$ cat src/rtl/cdma_pkg.sv
package cdma_pkg;
  typedef enum logic {
    DIR_TO_CART = 1'b0,
    DIR_TO_DRAM = 1'b1
  } cdma_dir_e;

  localparam logic [4:0] OFS_DRAM    = 5'h00;
  localparam logic [4:0] OFS_CART    = 5'h04;
  localparam logic [4:0] OFS_LEN_TC  = 5'h08;
  localparam logic [4:0] OFS_LEN_TD  = 5'h0C;
  localparam logic [4:0] OFS_STATUS  = 5'h10;

  localparam int STAT_DMA_BUSY = 0;
  localparam int STAT_IO_BUSY  = 1;
  localparam int STAT_IRQ      = 3;

  // byte count after removing the DRAM misalignment, floored at zero
  function automatic logic [31:0] shrink_len(input logic [31:0] nbytes,
                                             input logic [2:0]  skew);
    if (nbytes > 32'(skew)) return nbytes - 32'(skew);
    return 32'd0;
  endfunction
endpackage

$ cat src/rtl/cdma_launch.sv
module cdma_launch #(
  parameter int DRAM_AW = 23,
  parameter int LEN_W   = 24,
  localparam int CNT_W  = LEN_W + 1
) (
  input  logic [DRAM_AW-1:0] dram_reg,
  input  logic [31:0]        cart_reg,
  input  logic [LEN_W-1:0]   len_field,
  output logic [31:0]        dram_base,
  output logic [31:0]        cart_base,
  output logic [CNT_W-1:0]   byte_cnt
);
  import cdma_pkg::*;

  logic [31:0] requested;
  logic [31:0] adjusted;

  always_comb begin
    dram_base = {{(32-DRAM_AW){1'b0}}, dram_reg[DRAM_AW-1:1], 1'b0};
    cart_base = {cart_reg[31:1], 1'b0};
    requested = 32'(len_field) + 32'd1;
    adjusted  = shrink_len(requested, dram_base[2:0]);
    byte_cnt  = adjusted[CNT_W-1:0];
  end
endmodule

$ cat src/rtl/cdma_mover.sv
module cdma_mover #(
  parameter int DRAM_AW = 23,
  parameter int CNT_W   = 25
) (
  input  logic                clk,
  input  logic                rst_n,
  input  logic                start,
  input  cdma_pkg::cdma_dir_e start_dir,
  input  logic [31:0]         start_dram,
  input  logic [31:0]         start_cart,
  input  logic [CNT_W-1:0]    start_cnt,
  input  logic                abort,
  output logic                busy,
  output logic                done,
  output logic [31:0]         lat_dram,
  output logic [31:0]         lat_cart,
  output logic [CNT_W-1:0]    lat_cnt,
  output logic                dram_req,
  output logic                dram_we,
  output logic [DRAM_AW-1:0]  dram_addr,
  output logic [7:0]          dram_wdata,
  input  logic [7:0]          dram_rdata,
  input  logic                dram_ready,
  output logic                cart_req,
  output logic                cart_we,
  output logic [31:0]         cart_addr,
  output logic [7:0]          cart_wdata,
  input  logic [7:0]          cart_rdata,
  input  logic                cart_ready
);
  import cdma_pkg::*;

  logic             busy_q;
  cdma_dir_e        dir_q;
  logic [CNT_W-1:0] rem_q;
  logic [CNT_W-1:0] ofs_q;
  logic [31:0]      dram_b_q;
  logic [31:0]      cart_b_q;
  logic [CNT_W-1:0] cnt_q;

  logic active, src_ready, dst_ready, step, finish;
  logic [31:0] dram_full;

  always_comb begin
    active    = busy_q && (rem_q != '0);
    src_ready = (dir_q == DIR_TO_CART) ? dram_ready : cart_ready;
    dst_ready = (dir_q == DIR_TO_CART) ? cart_ready : dram_ready;
    step      = active && src_ready && dst_ready;
    finish    = busy_q && ((rem_q == '0) || ((rem_q == CNT_W'(1)) && step));
    done      = finish && !abort;
    dram_full = dram_b_q + 32'(ofs_q);
  end

  always_comb begin
    dram_we    = (dir_q == DIR_TO_DRAM);
    cart_we    = (dir_q == DIR_TO_CART);
    dram_req   = (dir_q == DIR_TO_CART) ? active : (active && cart_ready);
    cart_req   = (dir_q == DIR_TO_DRAM) ? active : (active && dram_ready);
    dram_addr  = dram_full[DRAM_AW-1:0];
    cart_addr  = cart_b_q + 32'(ofs_q);
    dram_wdata = cart_rdata;
    cart_wdata = dram_rdata;
  end

  always_ff @(posedge clk or negedge rst_n) begin
    if (!rst_n) begin
      busy_q   <= 1'b0;
      dir_q    <= DIR_TO_CART;
      rem_q    <= '0;
      ofs_q    <= '0;
      dram_b_q <= '0;
      cart_b_q <= '0;
      cnt_q    <= '0;
    end else if (start && !busy_q) begin
      busy_q   <= 1'b1;
      dir_q    <= start_dir;
      rem_q    <= start_cnt;
      ofs_q    <= '0;
      dram_b_q <= start_dram;
      cart_b_q <= start_cart;
      cnt_q    <= start_cnt;
    end else if (busy_q) begin
      if (abort || finish) begin
        busy_q <= 1'b0;
      end else if (step) begin
        rem_q <= rem_q - CNT_W'(1);
        ofs_q <= ofs_q + CNT_W'(1);
      end
    end
  end

  assign busy     = busy_q;
  assign lat_dram = dram_b_q;
  assign lat_cart = cart_b_q;
  assign lat_cnt  = cnt_q;
endmodule

$ cat src/rtl/cdma_irq.sv
module cdma_irq (
  input  logic clk,
  input  logic rst_n,
  input  logic set,
  input  logic clr,
  output logic pending
);
  always_ff @(posedge clk or negedge rst_n) begin
    if (!rst_n)   pending <= 1'b0;
    else if (set) pending <= 1'b1;
    else if (clr) pending <= 1'b0;
  end
endmodule

$ cat src/rtl/cart_dma_engine.sv
module cart_dma_engine #(
  parameter int DRAM_AW = 23,
  parameter int LEN_W   = 24,
  localparam int CNT_W  = LEN_W + 1
) (
  input  logic               clk,
  input  logic               rst_n,
  input  logic               reg_we,
  input  logic [4:0]         reg_addr,
  input  logic [31:0]        reg_wdata,
  output logic [31:0]        reg_rdata,
  output logic               dram_req,
  output logic               dram_we,
  output logic [DRAM_AW-1:0] dram_addr,
  output logic [7:0]         dram_wdata,
  input  logic [7:0]         dram_rdata,
  input  logic               dram_ready,
  output logic               cart_req,
  output logic               cart_we,
  output logic [31:0]        cart_addr,
  output logic [7:0]         cart_wdata,
  input  logic [7:0]         cart_rdata,
  input  logic               cart_ready,
  output logic               irq
);
  import cdma_pkg::*;

  logic [31:0] dram_addr_q, cart_addr_q, len_tc_q, len_td_q;

  // named internal events, also used by the bound checker
  logic             mv_busy;
  logic             done_evt;
  logic             start_evt;
  logic             abort_evt;
  logic             clr_evt;
  logic             ign_evt;
  logic             irq_pend;
  cdma_dir_e        start_dir;
  logic [31:0]      base_dram, base_cart;
  logic [CNT_W-1:0] base_cnt;
  logic [31:0]      lat_dram, lat_cart;
  logic [CNT_W-1:0] lat_cnt;

  logic wr_len_tc, wr_len_td, wr_status;

  always_comb begin
    wr_len_tc = reg_we && (reg_addr == OFS_LEN_TC);
    wr_len_td = reg_we && (reg_addr == OFS_LEN_TD);
    wr_status = reg_we && (reg_addr == OFS_STATUS);
    start_evt = (wr_len_tc || wr_len_td) && !mv_busy;
    start_dir = wr_len_td ? DIR_TO_DRAM : DIR_TO_CART;
    abort_evt = wr_status && reg_wdata[0] && mv_busy;
    clr_evt   = wr_status && reg_wdata[1];
    ign_evt   = reg_we && mv_busy &&
                ((reg_addr == OFS_DRAM) || (reg_addr == OFS_CART) ||
                 (reg_addr == OFS_LEN_TC) || (reg_addr == OFS_LEN_TD));
  end

  cdma_launch #(.DRAM_AW(DRAM_AW), .LEN_W(LEN_W)) u_launch (
    .dram_reg  (dram_addr_q[DRAM_AW-1:0]),
    .cart_reg  (cart_addr_q),
    .len_field (reg_wdata[LEN_W-1:0]),
    .dram_base (base_dram),
    .cart_base (base_cart),
    .byte_cnt  (base_cnt)
  );

  cdma_mover #(.DRAM_AW(DRAM_AW), .CNT_W(CNT_W)) u_mover (
    .clk        (clk),
    .rst_n      (rst_n),
    .start      (start_evt),
    .start_dir  (start_dir),
    .start_dram (base_dram),
    .start_cart (base_cart),
    .start_cnt  (base_cnt),
    .abort      (abort_evt),
    .busy       (mv_busy),
    .done       (done_evt),
    .lat_dram   (lat_dram),
    .lat_cart   (lat_cart),
    .lat_cnt    (lat_cnt),
    .dram_req   (dram_req),
    .dram_we    (dram_we),
    .dram_addr  (dram_addr),
    .dram_wdata (dram_wdata),
    .dram_rdata (dram_rdata),
    .dram_ready (dram_ready),
    .cart_req   (cart_req),
    .cart_we    (cart_we),
    .cart_addr  (cart_addr),
    .cart_wdata (cart_wdata),
    .cart_rdata (cart_rdata),
    .cart_ready (cart_ready)
  );

  cdma_irq u_irq (
    .clk     (clk),
    .rst_n   (rst_n),
    .set     (done_evt),
    .clr     (clr_evt),
    .pending (irq_pend)
  );

  always_ff @(posedge clk or negedge rst_n) begin
    if (!rst_n) begin
      dram_addr_q <= '0;
      cart_addr_q <= '0;
      len_tc_q    <= '0;
      len_td_q    <= '0;
    end else if (done_evt) begin
      dram_addr_q <= lat_dram + 32'(lat_cnt);
      cart_addr_q <= lat_cart + 32'(lat_cnt);
    end else if (!mv_busy && reg_we) begin
      if (reg_addr == OFS_DRAM) dram_addr_q <= reg_wdata;
      if (reg_addr == OFS_CART) cart_addr_q <= reg_wdata;
      if (wr_len_tc) len_tc_q <= 32'(base_cnt);
      if (wr_len_td) len_td_q <= 32'(base_cnt);
    end
  end

  always_comb begin
    case (reg_addr)
      OFS_DRAM:   reg_rdata = dram_addr_q;
      OFS_CART:   reg_rdata = cart_addr_q;
      OFS_LEN_TC: reg_rdata = len_tc_q;
      OFS_LEN_TD: reg_rdata = len_td_q;
      OFS_STATUS: begin
        reg_rdata = '0;
        reg_rdata[STAT_DMA_BUSY] = mv_busy;
        reg_rdata[STAT_IO_BUSY]  = mv_busy;
        reg_rdata[STAT_IRQ]      = irq_pend;
      end
      default:    reg_rdata = '0;
    endcase
  end

  assign irq = irq_pend;
endmodule

$ cat config.mk
export PLATFORM = sky130hd
export DESIGN_NAME = cart_dma_engine
export DESIGN_NICKNAME = d
export VERILOG_FILES = /design/src/rtl/cdma_pkg.sv /design/src/rtl/cdma_launch.sv /design/src/rtl/cdma_mover.sv /design/src/rtl/cdma_irq.sv /design/src/rtl/cart_dma_engine.sv
export SDC_FILE = /design/constraint.sdc
export NUM_CORES = 1
export LEC_CHECK = 0
export ABC_CLOCK_PERIOD_IN_PS = 4100
export BUFFER_PORTS_ARGS = -buffer_cell sky130_fd_sc_hd__buf_2
export CORE_MARGIN = 2
export CORE_UTILIZATION = 30
export DETAILED_ROUTE_END_ITERATION = 8
export PLACE_DENSITY = 0.46
export SLEW_MARGIN = 10
export SYNTH_ARGS = -nofsm -noshare
export SYNTH_HDL_FRONTEND = slang
export SYNTH_SLANG_ARGS = --single-unit
$ cat constraint.sdc
create_clock -name clk -period 4.1 [get_ports clk]
set_input_delay 0.41 -clock clk [delete_from_list [all_inputs] [get_ports clk]]
set_output_delay 0.41 -clock clk [all_outputs]
set_load 0.02 [all_outputs]
* After elaboration in Yosys (flattened, before gate mapping) *
Index checks and enable logic that the tools add are counted.

storage, ports and cells
  register bits = 245
  bits in latches = 0
  bits in writable memories = 0
  bits in read-only memories = 0
  input port bits = 58
  output and inout port bits = 108
  word-level logic and storage cells = 93
  memories kept = 0

cells by class
  add/sub/neg operators = 8
  multiply operators = 0
  divide/modulo/power cells = 0
  magnitude comparators = 1
  eq/ne operators = 6
  shifts and indexed selects = 0
  muxes and demuxes = 28
  bitwise gates (word level) = 2
  reductions and logical operators = 36

operators with widths
  cell                   number
  $mux 25                10
  $mux 32                6
  $pmux 32 s5            1
  $add 32x25->32         2
  $gt 32x3->1            1
  $add 23x25->26         1
  $add 24x1->25 const B  1
  $add 25x1->25 const B  1
  $eq 25x1->1 const B    1
  $logic_not 25->1       1
  $reduce_bool 25->1     1
  $sub 25x1->25 const B  1
  $sub 25x3->25          1
  $add 23x23->23         1
  $logic_and 1x1->1      17
  $reduce_bool 2->1      6
  $mux 1                 11
  $eq 5x4->1 const B     2
  $reduce_and 3->1       3
  $eq 5x3->1 const B     1
  $eq 5x5->1 const B     1
  $logic_not 5->1        1
  $reduce_and 2->1       2
  $logic_or 1x1->1       3
  3 further kinds        5

* Depth between registers and ports, before layout *
  depth after elaboration = 11
  gate-level depth with buffers = 12
  gate-level depth less buffers = 11

* By module *
Synthesis repeated with hierarchy kept, for this count alone.

second synthesis, totals
  cell total of the unflattened synthesis = 2235
  area total of the unflattened synthesis = 19230.9 um^2

modules (own cells, without submodules)
  module           times used  cells an instance  area each (um^2)  sequential area each (um^2)
  cart_dma_engine  1           906                8603.3            2852.7
  cdma_mover       1           1021               8550.7            3528.4
  cdma_launch      1           305                2040.7            0.0
  cdma_irq         1           3                  36.3              25.0

* Worst setup path after synthesis *
Ideal clock, no wire load.

  path type = reg2out
  start = reg u_mover.ofs_q[1]
  end = out cart_addr[27]
  arrival = 2.973 ns
  required time = 3.690 ns
  slack = 0.717 ns
  cell stages (with the launch flop) = 12
  buffers on the path = 0
  cell sequence = dfrtp_1 ha_1 inv_1 fa_1 nor2b_1 o31a_1 o31ai_1 a211o_1 a311o_1 a311oi_1 nand3_1 xnor2_1

between the ends
  cells in the longest elaborated chain, start to end = 1

RTL lines
  element                 RTL line               source
  from (decl)             cdma_mover.sv:36       logic [CNT_W-1:0] ofs_q;
  from (signal assigned)  cdma_mover.sv:87       ofs_q <= ofs_q + CNT_W'(1);
  $add 32x25->32          cdma_mover.sv:60       cart_addr = cart_b_q + 32'(ofs_q);
  to (decl)               cart_dma_engine.sv:20  output logic [31:0] cart_addr,

Every way passes these cells.

* Worst setup path in the final report *
  start = reg u_mover.ofs_q[2]
  end = out cart_addr[16]

Same word-level chain as after synthesis.

==> results.json <==
{
  "clock_sinks": 245,
  "clk_pin_slew_worst_paths_ps": 70,
  "leakage_nw": 9.34,
  "finalPower_mw": 8.85,
  "gp_congestion": 0.869,
  "wl_per_cell_um": 20.1,
  "grt_overflow_total": 0,
  "status": "finished, final reports clean",
  "cp.arrival_ps": 3540,
  "p_per_area_nw_per_um2": 447,
  "die-area_um2": 59700,
  "switching_share": 0.373,
  "cts_tree": "built",
  "ys_ff_latch": 245,
  "htreeDepth": 1,
  "ant_nets": 0,
  "via_per_inst": 5.27,
  "synth_area_um2": 17300,
  "crit_buf_inv": 2,
  "ys_async_sr_fraction": 1.00,
  "syn_nets": 2211,
  "grt_setup_unrepaired": "false",
  "layout-drive-gt1-share": 0.140,
  "hpwl_um": 44100,
  "final_cell_count_no_fill": 2918,
  "report.final.slew_viol_count": 0,
  "switching_power_mw": 3.30,
  "yosysWarnings": 0,
  "post-route-period-util": 0.964,
  "crit_path_end_kind": "primary output",
  "grt_pass1_vias": 14800,
  "wl_um": 58600,
  "tightest_slew_ps": 869,
  "timing.final.crit_period_ps": 3950,
  "clk_latency_ps": 560,
  "drt-initial-drc-count": 1111,
  "critical_path_class": "flip-flop to primary output",
  "skew_ps": 18.2,
  "critPathMaxStageDelay_ps": 390,
  "report.final.setup_viol": 0,
  "cp_max_fo": 4,
  "ys_seq_area_frac": 0.354,
  "critPathTopFamily": "compound AO/OA/AOI/OAI gates",
  "drcViolationCount": 0,
  "synthCells": 2050,
  "nets": 2293,
  "layout_common_cells": "416 x nand2_1, 244 x dfrtp_1, 144 x nor2_1",
  "grt_max_degree": 118,
  "num_vias": 15400,
  "fp.dieH_um": 244,
  "max_freq_mhz": 253,
  "comb_power_share": 0.316,
  "dp_cells": 2855,
  "fin_area_um2": 19800,
  "yosys_most_used_dff": "dfrtp_1",
  "max_slew_margin": 0.421,
  "die_w_um": 244,
  "min-delay-path-class": "input pin to flip-flop",
  "cts_buffers": 28,
  "cts-root-buf": "clkbuf_16",
  "critPathLaunchType": "flip-flop",
  "start_util": 0.302,
  "final_hold_viol_count": 0,
  "cts_buffer_depth": 3,
  "numPortBuffers": 133,
  "place_area_um2": 18600,
  "fin_util": 0.345,
  "ir_worst_vdd_v": 0.000279,
  "avgSynthCellArea_um2": 8.45,
  "first_pass_iters": 5,
  "cap_violations": 0,
  "io_pins": 166,
  "fillers": 5980,
  "required_ps": 3690,
  "synth_edf_count": 0,
  "p_int_mw": 5.54,
  "syn2layout_area_growth_pct": 14.2,
  "layout_commonest_cell": "nand2_1",
  "slowest_stage": "dfrtp_1",
  "crit_chain": "buf_4, ha_1, a211oi_1, o21ai_0, and3_1, o31a_1, a31o_2, a21o_1, a21oi_1, xnor2_1, buf_2",
  "rows": 88,
  "core-area_um2": 57400,
  "synth_cell_types": 90,
  "grt_first_pass_wirelength_um": 90300,
  "pwr-share-clk": 0.289,
  "n_antenna_cell": 0,
  "seqPwrFrac": 0.395,
  "groute.usage.overall": 0.193,
  "antenna_found_initial": 0
}
-- layer usage --
layer | global-route usage | up-vias | wire length (um)
met3 | 0.0256 | 56 | 3140
met2 | 0.292 | 416 | 25200
met4 | 0.0395 | 0 | 952
met1 | 0.291 | 7462 | 29300
li1 | - | 7437 | -
met5 | 0 | - | 0
-- through the flow --
stage | TNS [ps] | worst slack [ps] | hold WS (ps)
6_report | 0 | 148 | 117
5_1_grt | 0 | 0.0167 | 101
4_1_cts | -131 | -50.9 | 88.6
3_5_place_dp | 0 | 402 | 442
3_3_place_gp | 0 | 412 | 440
2_1_floorplan | 0 | 717 | 114
-- what timing repair did --
| item | CTS | global route |
|---|---|---|
| endpoints found under the hold margin | 77 | 0 |
| gates cloned | 0 | 0 |
| endpoints found under the setup margin | 5 | 11 |
| hold buffers | 1 | 0 |
| buffers inserted | 6 | 5 |
| resized for setup | 11 | 17 |
| pin swaps | 5 | 9 |
-- worst paths after layout --
kind,start,end,slack [ps],cells past startpoint
max,u_mover.ofs_q[2],cart_addr[16],150,11
min,reg_wdata[29],dram_addr_q[29],120,3
max reg2reg,u_mover.lat_cnt[2],cart_addr_q[30],860,10
min reg2reg,len_tc_q[19],len_tc_q[19],480,2
max in group asynchronous,rst_n,u_mover.ofs_q[5],2530,3
min in group asynchronous,rst_n,u_mover.ofs_q[21],410,2
-- power groups by stage --
stage          registers [mW]  clock network [mW]  logic, mW
2_1_floorplan            3.26                   0       2.04
3_3_place_gp             3.52                   0       2.69
3_5_place_dp             3.52                   0       2.72
4_1_cts                  3.48                2.62       2.78
5_1_grt                  3.56                2.71       3.12
6_report                 3.50                2.55       2.80
-- cell usage after synthesis (22+ instances only) --
library cell,instances,area (um2)
dfrtp_1,245,6130
buf_4,27,203
a31oi_1,25,156
nand3_1,42,210
ha_1,98,1230
xnor2_1,92,806
and3_1,28,175
nand2_1,417,1570
a221o_1,25,250
nor3_1,38,190
a21o_1,28,210
o21ai_0,112,561
o21a_1,25,188
nor4_1,22,138
nor2_1,146,548
xor2_1,52,455
inv_1,43,161
a21oi_1,120,601
o31ai_1,24,180
clkbuf_1,65,244
a211oi_1,25,188
mux2i_1,55,551
-- sequential cells by signal (all words and copies together) (netlist names) --
name and flops:
u_mover.rem_q 25, u_mover.lat_cart 31, dram_addr_q 32, len_tc_q 25, u_irq.pending 1, len_td_q 25, cart_addr_q 32, u_mover.dram_we 1
u_mover.ofs_q 25, u_mover.lat_cnt 25, u_mover.busy 1, u_mover.lat_dram 22
-- final cells by class --
type	count	area, um2	area share
multi-input cells	1639	10500	0.533
flip-flops and latches	245	6130	0.310
repair buffers	175	1050	0.0533
well taps	765	957	0.0484
clock buffers	47	913	0.0462
inverters	43	161	0.00817
clock inverters	4	20.0	0.00101
-- worst reg2reg max path, cell delays in order (launching register included) --
cell	delay (ps)
dfrtp_1	460
ha_1	330
a211oi_1	370
o211ai_1	220
a41oi_1	350
nor2_1	150
o41ai_1	380
buf_4	200
o21ai_0	230
nor3b_1	220
nor3_1	220
-- logic make-up after synthesis --
logic type,share of synthesized area
simple gates,0.218
compound gates,0.189
flops,0.354
buf+inv,0.0453
xor+xnor,0.0738
fa+ha+maj,0.0766
mux,0.0428
No activity file was read; power rests on OpenSTA's default activity.
